### src/rtl/adc_corr_pkg.sv
package adc_corr_pkg;
    // Default geometry of the corrector; the top module re-exports these as parameters.
    localparam int RAW_W_DEF     = 16;
    localparam int OFS_W_DEF     = 8;
    localparam int GAIN_W_DEF    = 16;
    localparam int OFS_SHIFT_DEF = 4;
    localparam int FLAG_BITS_DEF = 3;
    localparam int SCALE_SH_DEF  = 16;

    // Extra sum growth needed when the gain can exceed unity magnitude.
    function automatic int gain_growth(input int gain_w, input int scale_sh);
        return (gain_w - 1 > scale_sh) ? (gain_w - 1 - scale_sh) : 0;
    endfunction
endpackage

### src/rtl/adc_corr_sub.sv
// Stage 1: strip the status bits, align the offset, subtract.
module adc_corr_sub #(
    parameter int RAW_W     = 16,
    parameter int OFS_W     = 8,
    parameter int GAIN_W    = 16,
    parameter int OFS_SHIFT = 4,
    parameter int FLAG_BITS = 3,
    localparam int DIFF_W   = RAW_W + 1
) (
    input  logic              clk,
    input  logic              rst,
    input  logic              vld_i,
    input  logic [RAW_W-1:0]  raw_i,
    input  logic [OFS_W-1:0]  ofs_i,
    input  logic [GAIN_W-1:0] gain_i,
    output logic              vld_o,
    output logic              bad_o,
    output logic [DIFF_W-1:0] diff_o,
    output logic [GAIN_W-1:0] gain_o
);
    logic [DIFF_W-1:0] data_x;
    logic [DIFF_W-1:0] ofs_x;
    logic              unused_pad;

    // Data field, sign-extended by one bit, low status bits forced to zero.
    assign data_x = {{(DIFF_W-RAW_W){raw_i[RAW_W-1]}},
                     raw_i[RAW_W-1:FLAG_BITS], {FLAG_BITS{1'b0}}};
    // Offset byte sign-extended and moved up to the data's weight.
    assign ofs_x  = {{(DIFF_W-OFS_W-OFS_SHIFT){ofs_i[OFS_W-1]}},
                     ofs_i, {OFS_SHIFT{1'b0}}};
    assign unused_pad = ^raw_i[FLAG_BITS-1:1];

    always_ff @(posedge clk) begin
        if (rst) begin
            vld_o <= 1'b0;
        end else begin
            vld_o <= vld_i;
        end
    end

    always_ff @(posedge clk) begin
        bad_o  <= raw_i[0];
        diff_o <= data_x - ofs_x;
        gain_o <= gain_i;
    end
endmodule

### src/rtl/adc_corr_mul.sv
// Stage 2: full-width signed product of the corrected value and the gain.
module adc_corr_mul #(
    parameter int DIFF_W   = 17,
    parameter int GAIN_W   = 16,
    localparam int PROD_W  = DIFF_W + GAIN_W
) (
    input  logic              clk,
    input  logic              rst,
    input  logic              vld_i,
    input  logic              bad_i,
    input  logic [DIFF_W-1:0] diff_i,
    input  logic [GAIN_W-1:0] gain_i,
    output logic              vld_o,
    output logic              bad_o,
    output logic [DIFF_W-1:0] diff_o,
    output logic [PROD_W-1:0] prod_o
);
    logic [PROD_W-1:0] diff_x;
    logic [PROD_W-1:0] gain_x;
    logic [PROD_W-1:0] prod_d;

    assign diff_x = {{GAIN_W{diff_i[DIFF_W-1]}}, diff_i};
    assign gain_x = {{DIFF_W{gain_i[GAIN_W-1]}}, gain_i};
    assign prod_d = $signed(diff_x) * $signed(gain_x);

    always_ff @(posedge clk) begin
        if (rst) begin
            vld_o <= 1'b0;
        end else begin
            vld_o <= vld_i;
        end
    end

    always_ff @(posedge clk) begin
        bad_o  <= bad_i;
        diff_o <= diff_i;
        prod_o <= prod_d;
    end
endmodule

### src/rtl/adc_corr_scale.sv
// Stage 3: floor-scale the product, add it to the corrected value, clamp.
module adc_corr_scale #(
    parameter int DIFF_W   = 17,
    parameter int PROD_W   = 33,
    parameter int SCALE_SH = 16,
    parameter int GROW     = 0,
    parameter int OUT_W    = 16,
    localparam int TERM_W  = PROD_W - SCALE_SH,
    localparam int SUM_W   = DIFF_W + 1 + GROW
) (
    input  logic              clk,
    input  logic              rst,
    input  logic              vld_i,
    input  logic              bad_i,
    input  logic [DIFF_W-1:0] diff_i,
    input  logic [PROD_W-1:0] prod_i,
    output logic              vld_o,
    output logic              bad_o,
    output logic [OUT_W-1:0]  res_o
);
    logic [TERM_W-1:0]      term;
    logic [SUM_W-1:0]       sum;
    logic [SUM_W-OUT_W:0]   top_bits;
    logic                   fits;
    logic [OUT_W-1:0]       clamped;
    logic                   unused_frac;

    // Dropping the low bits of a two's-complement value is a floor division.
    assign term        = prod_i[PROD_W-1:SCALE_SH];
    assign unused_frac = ^prod_i[SCALE_SH-1:0];
    assign sum = {{(SUM_W-DIFF_W){diff_i[DIFF_W-1]}}, diff_i}
               + {{(SUM_W-TERM_W){term[TERM_W-1]}}, term};
    assign top_bits = sum[SUM_W-1:OUT_W-1];
    assign fits     = (&top_bits) | ~(|top_bits);

    always_comb begin
        if (fits) begin
            clamped = sum[OUT_W-1:0];
        end else if (sum[SUM_W-1]) begin
            clamped = {1'b1, {(OUT_W-1){1'b0}}};
        end else begin
            clamped = {1'b0, {(OUT_W-1){1'b1}}};
        end
    end

    always_ff @(posedge clk) begin
        if (rst) begin
            vld_o <= 1'b0;
        end else begin
            vld_o <= vld_i;
        end
    end

    always_ff @(posedge clk) begin
        bad_o <= bad_i;
        res_o <= clamped;
    end
endmodule

### src/rtl/adc_corrector.sv
module adc_corrector
    import adc_corr_pkg::*;
#(
    parameter int RAW_W     = RAW_W_DEF,
    parameter int OFS_W     = OFS_W_DEF,
    parameter int GAIN_W    = GAIN_W_DEF,
    parameter int OFS_SHIFT = OFS_SHIFT_DEF,
    parameter int FLAG_BITS = FLAG_BITS_DEF,
    parameter int SCALE_SH  = SCALE_SH_DEF,
    localparam int DIFF_W   = RAW_W + 1,
    localparam int PROD_W   = DIFF_W + GAIN_W,
    localparam int GROW     = gain_growth(GAIN_W, SCALE_SH)
) (
    input  logic              clk,
    input  logic              rst,
    input  logic              in_vld,
    input  logic [RAW_W-1:0]  raw_word,
    input  logic [OFS_W-1:0]  ofs_cal,
    input  logic [GAIN_W-1:0] gain_cal,
    output logic              out_vld,
    output logic [RAW_W-1:0]  out_sample,
    output logic              out_bad
);
    logic              s1_vld, s1_bad;
    logic [DIFF_W-1:0] s1_diff;
    logic [GAIN_W-1:0] s1_gain;
    logic              s2_vld, s2_bad;
    logic [DIFF_W-1:0] s2_diff;
    logic [PROD_W-1:0] s2_prod;

    adc_corr_sub #(
        .RAW_W(RAW_W), .OFS_W(OFS_W), .GAIN_W(GAIN_W),
        .OFS_SHIFT(OFS_SHIFT), .FLAG_BITS(FLAG_BITS)
    ) u_sub (
        .clk(clk), .rst(rst), .vld_i(in_vld), .raw_i(raw_word),
        .ofs_i(ofs_cal), .gain_i(gain_cal),
        .vld_o(s1_vld), .bad_o(s1_bad), .diff_o(s1_diff), .gain_o(s1_gain)
    );

    adc_corr_mul #(
        .DIFF_W(DIFF_W), .GAIN_W(GAIN_W)
    ) u_mul (
        .clk(clk), .rst(rst), .vld_i(s1_vld), .bad_i(s1_bad),
        .diff_i(s1_diff), .gain_i(s1_gain),
        .vld_o(s2_vld), .bad_o(s2_bad), .diff_o(s2_diff), .prod_o(s2_prod)
    );

    adc_corr_scale #(
        .DIFF_W(DIFF_W), .PROD_W(PROD_W), .SCALE_SH(SCALE_SH),
        .GROW(GROW), .OUT_W(RAW_W)
    ) u_scale (
        .clk(clk), .rst(rst), .vld_i(s2_vld), .bad_i(s2_bad),
        .diff_i(s2_diff), .prod_i(s2_prod),
        .vld_o(out_vld), .bad_o(out_bad), .res_o(out_sample)
    );
endmodule

### config.mk
export PLATFORM = sky130hd
export DESIGN_NAME = adc_corrector
export DESIGN_NICKNAME = d
export VERILOG_FILES = /design/src/rtl/adc_corr_pkg.sv /design/src/rtl/adc_corr_sub.sv /design/src/rtl/adc_corr_mul.sv /design/src/rtl/adc_corr_scale.sv /design/src/rtl/adc_corrector.sv
export SDC_FILE = /design/constraint.sdc
export NUM_CORES = 1
export LEC_CHECK = 0
export CAP_MARGIN = 20
export CORE_MARGIN = 10
export CORE_UTILIZATION = 65
export CTS_BUF_LIST = sky130_fd_sc_hd__clkbuf_8 sky130_fd_sc_hd__clkbuf_16
export DETAILED_ROUTE_END_ITERATION = 6
export GPL_TIMING_DRIVEN = 0
export PLACE_DENSITY = 0.89
export SKIP_CTS_REPAIR_TIMING = 1
export SLEW_MARGIN = 20
export SYNTH_ARGS = -nofsm -noshare
export SYNTH_HDL_FRONTEND = slang
export SYNTH_HIERARCHICAL = 1
export SYNTH_SLANG_ARGS = --single-unit
export TNS_END_PERCENT = 5
### constraint.sdc
create_clock -name clk -period 16.25 [get_ports clk]
set_clock_uncertainty 0.15 [all_clocks]
set_input_delay 3.25 -clock clk [delete_from_list [all_inputs] [get_ports clk]]
set_output_delay 3.25 -clock clk [all_outputs]
set_load 0.03 [all_outputs]
After elaboration in Yosys (flattened, before gate mapping)
Cells that the tools add are included.
- bits in registers: 105
- input port bits: 43
- output and inout bits: 18
- reduce and logical (&&, ||, !) cells: 2
- add/subtract/negate cells: 2
- mux-type cells: 2
- multiply operators: 1
- bitwise operators: 2
- operator list (cell ; count):
    multiplier 17 x 16 -> 33 bit ; 1
    2-to-1 mux 16 bit ; 2
    adder 17 x 17 -> 18 bit ; 1
    subtractor 16 x 12 -> 17 bit ; 1
    AND reduction 3 bit ; 1
    OR reduction 3 bit ; 1
    inverter 1 bit ; 1
    OR 1 bit ; 1

Logic depth before layout (Yosys ltp)
Gate-level depths: netlist of run 1.
- word-level depth: 5
- mapped depth: 24
- depth with buffers taken out: 21

Modules after synthesis
Netlist of run 1, hierarchy kept.
- modules (own cells, without submodules) (module ; area an instance (µm²) ; instances ; cells an instance ; seq. area each (µm²)):
    adc_corr_mul ; 11426.0 ; 1 ; 1211 ; 1041.0
    adc_corr_scale ; 1400.1 ; 1 ; 162 ; 360.3
    adc_corr_sub ; 1342.5 ; 1 ; 123 ; 640.6

Worst setup path before layout of run 1
OpenSTA, ideal clock, no wires.
- path kind: register to register
- from: register u_sub.diff_o[16]
- to: register u_mul.prod_o[32]
- slack: 10.222 ns
- period minus slack after synthesis: 6.028 ns
- arrival: 5.751 ns
- required time: 15.973 ns
- stages on the path, launching flop included: 22
- cells stage by stage: dfxtp_1 > clkbuf_1 > nand2_1 > fa_1 > inv_1 > fa_1 > fa_1 > inv_1 > fa_1 > inv_1 > fa_1 > inv_1 > fa_1 > inv_1 > ha_1 > clkbuf_1 > a21oi_1 > o21bai_1 > and2_1 > o21ai_0 > o311ai_0 > or3b_1
- longest elaborated chain between the ends: 1
- ends and longest elaborated chain (element ; RTL line ; RTL):
    from (decl) ; adc_corr_sub.sv:18 ; output logic [DIFF_W-1:0] diff_o,
    from (signal assigned) ; adc_corr_sub.sv:43 ; diff_o <= data_x - ofs_x;
    multiplier 17 x 16 -> 33 bit ; adc_corr_mul.sv:24 ; assign prod_d = $signed(diff_x) * $signed(gain_x);
    net u_mul.prod_d[32] ; adc_corr_mul.sv:20 ; logic [PROD_W-1:0] prod_d;
    to (signal assigned) ; adc_corr_mul.sv:37 ; prod_o <= prod_d;
    to (decl) ; adc_corr_mul.sv:16 ; output logic [PROD_W-1:0] prod_o
The timed path passes the listed nets, and every way through them passes these cells.
A chain may end at the register's enable or synchronous reset.

Final worst setup path of run 1
Same ends and word-level chain as after synthesis.

==> metrics.csv, run 1 <==
metric,value,unit
cell count after synthesis,1451,
number of antenna violations at the first check in global routing,0,
area of the multi-input gates,10500,um2
CTS sink count,86,
Layout area overhead,9.00,%
first-pass GRT wire length,56900,um
fraction of final layout cells with drive strength greater than 1,3.86,%
HPWL after detailed placement,27600,um
clock tree from TritonCTS,yes,
final hold violations,0,
final setup fails,0,
largest driver fanout on the critical path,10,
number of buffers added on ports,58,
routed length per placed instance,18.9,um
depth of the CTS H-tree,3,
mean instance size in the synthesized netlist,9.42,um2
clock latency at the later pin of the worst-skew pair,0.36,ns
initial standard-cell utilization of the core,66.9,%
"commonest cells after routing, fill and taps aside","inv_1 (338), fa_1 (278), nand2_1 (160)",
count of nets left with antenna violations after detail routing,0,
least setup slack across all paths after layout,9.17,ns
cell area reported after detailed placement,14600,um2
worst r2r path cells,21,
result of the run,"complete, no violations",
total clock buffers created by CTS,9,
Detailed Route Iter0 Violations,952,
Max Root-Sink Buffers,2,
Hold Path Cell Cnt,0,
critical path endpoint category,register,
slew of the pin with the lowest slew margin,0.772,ns
number of max-slew violations in the final report,0,
final setup TNS,0,ns
flip-flop and latch area,1720,um2
Layout Cell Area excl Fill,14900,um2
post-synthesis instance area,13700,um2
start-to-end type of the worst setup path,reg2reg,
count of fill cells added during filler insertion,1420,
GRT Residual Overflow,0,
IO Count,61,
buffer cell driving the clock tree root,clkbuf_16,
Via density,5.75,
worst-case setup slack after placement,9.30,ns
crit path time final,7.08,ns
"commonest non-fill, non-tap cell in the layout",inv_1,
CP startpoint kind,register,
pin count of the biggest net entering global routing,19,
share of the clock period used by the worst path,43.6,%
core region area,20400,um2
via count,10300,
Tot GR Track Use,26.9,%
warning count from the yosys run,6,
fmax,141,MHz
arrival time of data at the critical path endpoint,7.18,ns
max_cap viols,0,
floorplan die area,27200,um2
clock-pin slew on the worst setup and hold paths,0.07,ns
die outline width,165,um
final routed DRC violation total,0,
final weighted congestion in routability-driven placement,0.979,
unrepaired setup endpoints after global routing,no,
Hold Path Class,reg2reg,
drt pass-1 iters,7,
data required time of the critical path,16.34,ns
Chip Height,165,um
Rows,52,
number of global-route vias before repair,11300,
Rel. slew slack,48.5,%
total number of nets in the final design,1957,
Detailed Route WL,33900,um
Ant. Diodes,0,
share of the core filled with cells,72.9,%
worst paths after layout:
check                                       from               end  slack (ns)
worst max-delay path            u_sub/diff_o[16]  u_mul/prod_o[32]        9.17
worst max register to register  u_sub/diff_o[16]  u_mul/prod_o[32]        9.17
worst min register to register       u_mul/bad_o     u_scale/bad_o        0.18
worst min-delay path                 u_mul/bad_o     u_scale/bad_o        0.18
final cells by class:
class	instances	area share, %
plain buffers	46	1.42
clock buffers	9	1.51
clock inverters	7	0.496
inverters	338	8.52
multi-input cells	983	70.3
flip-flops and latches	86	11.6
well taps	270	2.27
repair buffers	59	3.93
stage by stage:
| step | hold slack (ns) | instances |
|---|---|---|
| after floorplan | 0.160 | 1453 |
| after global placement | 0.162 | 1781 |
| after detailed placement | 0.168 | 1781 |
| after CTS | 0.187 | 1797 |
| after global routing | 0.192 | 1798 |
| final | 0.182 | 1798 |
metal layers:
layer | up-vias | global-route usage (%) | wire [um]
met5 | - | 0 | 0
li1 | 4523 | - | -
met2 | 593 | 45.1 | 16900
met1 | 5054 | 31.7 | 11900
met3 | 161 | 6.55 | 3190
met4 | 0 | 13.3 | 1940
critical path: stages (launching register included):
cell and delay, ns:
dfxtp_1 0.66, clkbuf_1 0.50, nand2_1 0.26, fa_1 0.68
inv_1 0.15, fa_1 0.58, fa_1 0.57, inv_1 0.06
fa_1 0.54, inv_1 0.06, fa_1 0.53, inv_1 0.05
fa_1 0.53, inv_1 0.04, ha_1 0.27, clkbuf_1 0.18
a21oi_1 0.18, o21bai_1 0.10, and2_1 0.17, o21ai_0 0.15
o311ai_0 0.15, or3b_1 0.38
flip-flops by register name (all words and copies together) (netlist names):
name,cells
u_mul/diff_o,17
u_mul/prod_o,17
u_scale/res_o,16
u_sub/gain_o,16
u_sub/diff_o,14
u_mul/bad_o,1
u_mul/vld_o,1
u_scale/bad_o,1
u_scale/vld_o,1
u_sub/bad_o,1
u_sub/vld_o,1
Power of run 1 is left out: the tool's default activity adds up to more than one toggle a clock period on the data nets, which glitch-free logic cannot reach.
==> run 2, diff against run 1 <==
--- a/config.mk
+++ b/config.mk
@@ -7,11 +7,11 @@
 export LEC_CHECK = 0
 export CAP_MARGIN = 20
 export CORE_MARGIN = 10
-export CORE_UTILIZATION = 65
+export CORE_UTILIZATION = 64
 export CTS_BUF_LIST = sky130_fd_sc_hd__clkbuf_8 sky130_fd_sc_hd__clkbuf_16
 export DETAILED_ROUTE_END_ITERATION = 6
 export GPL_TIMING_DRIVEN = 0
-export PLACE_DENSITY = 0.89
+export PLACE_DENSITY = 0.88
 export SKIP_CTS_REPAIR_TIMING = 1
 export SLEW_MARGIN = 20
 export SYNTH_ARGS = -nofsm -noshare
==> constraint.sdc (replaced) <==
create_clock -name clk -period 6.9 [get_ports clk]
set_clock_uncertainty 0.15 [all_clocks]
set_input_delay 1.38 -clock clk [delete_from_list [all_inputs] [get_ports clk]]
set_output_delay 1.38 -clock clk [all_outputs]
set_load 0.03 [all_outputs]
==> run 2 against run 1 <==
Hold slack worse by 0.0043 ns. Die area is 1.4% higher. First-iteration DRC count is 15% lower. Clock-buffer cell count stayed put. Critical path type unchanged. Setup slack worse by 9.0 ns. Critical path depth stayed put. Flip-flop and latch count stayed put. Routed wire length is 1.6% lower. Global-route usage is 1.9 points lower. Fmax is 5.8% higher. Sequential share of layout area hardly changed. Register-to-register slack worse by 9.0 ns.
==> metrics.csv, run 2 (same netlist as run 1, synthesis figures left out) <==
metric,value,unit
result of the run,"complete, no violations",
slew of the pin with the lowest slew margin,0.696,ns
via count,10400,
crit path time final,6.70,ns
unrepaired setup endpoints after global routing,no,
start-to-end type of the worst setup path,reg2reg,
hold_ws,0.177,ns
clock-pin slew on the worst setup and hold paths,0.08,ns
Via density,5.77,
final routed DRC violation total,0,
max_cap viols,0,
CTS sink count,86,
Layout area overhead,9.36,%
Max Root-Sink Buffers,2,
count of nets left with antenna violations after detail routing,0,
core region area,21000,um2
buffer cell driving the clock tree root,clkbuf_16,
clock tree from TritonCTS,yes,
largest registers,"u_mul/diff_o: 17 flops, u_mul/prod_o: 17 flops",
depth of the CTS H-tree,3,
initial standard-cell utilization of the core,65.0,%
first-pass GRT wire length,56100,um
number of buffers added on ports,58,
final weighted congestion in routability-driven placement,0.989,
number of antenna violations at the first check in global routing,0,
largest driver fanout on the critical path,10,
Chip Height,166,um
Hold Path Class,reg2reg,
final setup fails,0,
critical path endpoint category,register,
die outline width,166,um
Final Instance Count excl. Fillers,1801,
flip-flop and latch area,1730,um2
Detailed Route Iter0 Violations,807,
drt pass-1 iters,6,
Detailed Route WL,33400,um
clock latency at the later pin of the worst-skew pair,0.35,ns
HPWL after detailed placement,27300,um
total number of nets in the final design,1954,
count of fill cells added during filler insertion,1478,
arrival time of data at the critical path endpoint,6.83,ns
data required time of the critical path,7.03,ns
share of the clock period used by the worst path,97.1,%
Rel. slew slack,53.6,%
floorplan die area,27600,um2
total clock buffers created by CTS,9,
number of max-slew violations in the final report,0,
fraction of final layout cells with drive strength greater than 1,6.10,%
Rows,53,
"commonest cells after routing, fill and taps aside","inv_1 (338), fa_1 (278), nand2_1 (160)",
area of the multi-input gates,10500,um2
number of global-route vias before repair,11500,
CP startpoint kind,register,
GRT Residual Overflow,0,
"commonest non-fill, non-tap cell in the layout",inv_1,
IO Count,61,
Placed Instances,1786,
final hold violations,0,
Tot GR Track Use,25.0,%
fmax,149,MHz
pin count of the biggest net entering global routing,19,
routed length per placed instance,18.5,um
share of the core filled with cells,71.1,%
## run 2: changes by cell type in the layout (fill, tap and decap cells not counted)
cell and change:
clkbuf_1 -26, clkbuf_2 +22, dfxtp_1 -9, dfxtp_2 +9, a211oi_1 -1, a211oi_2 +1, buf_2 +1, diode_2 +1
o32ai_1 -1, o32ai_2 +1
## run 2: worst paths after layout
kind,from,to,slack [ns],depth (start not counted)
hold reg to reg,u_mul/bad_o,u_scale/bad_o,0.18,0
setup / recovery,u_sub/diff_o[9],u_mul/prod_o[31],0.20,21
setup reg to reg,u_sub/diff_o[9],u_mul/prod_o[31],0.20,21
hold / removal,u_mul/bad_o,u_scale/bad_o,0.18,0
## run 2: cell type report
type | count | area share [%]
clock buffers | 9 | 1.51
plain buffers | 43 | 1.53
diodes | 1 | 0.0167
clock inverters | 7 | 0.494
well taps | 275 | 2.30
multi-input cells | 983 | 70.2
repair buffers | 59 | 3.92
flip-flops and latches | 86 | 11.6
inverters | 338 | 8.49
## run 2: critical path, cell delays in order (launching register included)
cell	delay, ns
dfxtp_1	0.61
clkbuf_2	0.38
nand2_1	0.14
fa_1	0.51
fa_1	0.51
fa_1	0.55
inv_1	0.06
fa_1	0.49
fa_1	0.49
inv_1	0.05
fa_1	0.48
inv_1	0.04
ha_1	0.26
buf_2	0.15
a21oi_1	0.19
o21a_1	0.16
o32ai_2	0.14
a221o_1	0.44
a21oi_2	0.28
o21ai_1	0.18
a211oi_2	0.23
xnor2_1	0.14
## run 2: routing by layer
metal / wire length [um] / track usage [%] / vias to the layer above
li1: - / - / 4510
met1: 11700 / 27.7 / 5119
met2: 16400 / 42.8 / 589
met3: 2820 / 5.40 / 172
met4: 2440 / 15.7 / 0
met5: 0 / 0 / -
## run 2: metrics by stage
step / setup TNS, ns / setup WS, ns / instance area, um2
floorplan: 0 / 0.872 / 13700
global route: 0 / 0.00127 / 14900
detailed placement: -0.215 / -0.0894 / 14600
global placement: -0.105 / -0.0616 / 14600
finish: 0 / 0.201 / 14900
CTS: -0.455 / -0.138 / 14900
Power of run 2 is left out for the same reason.
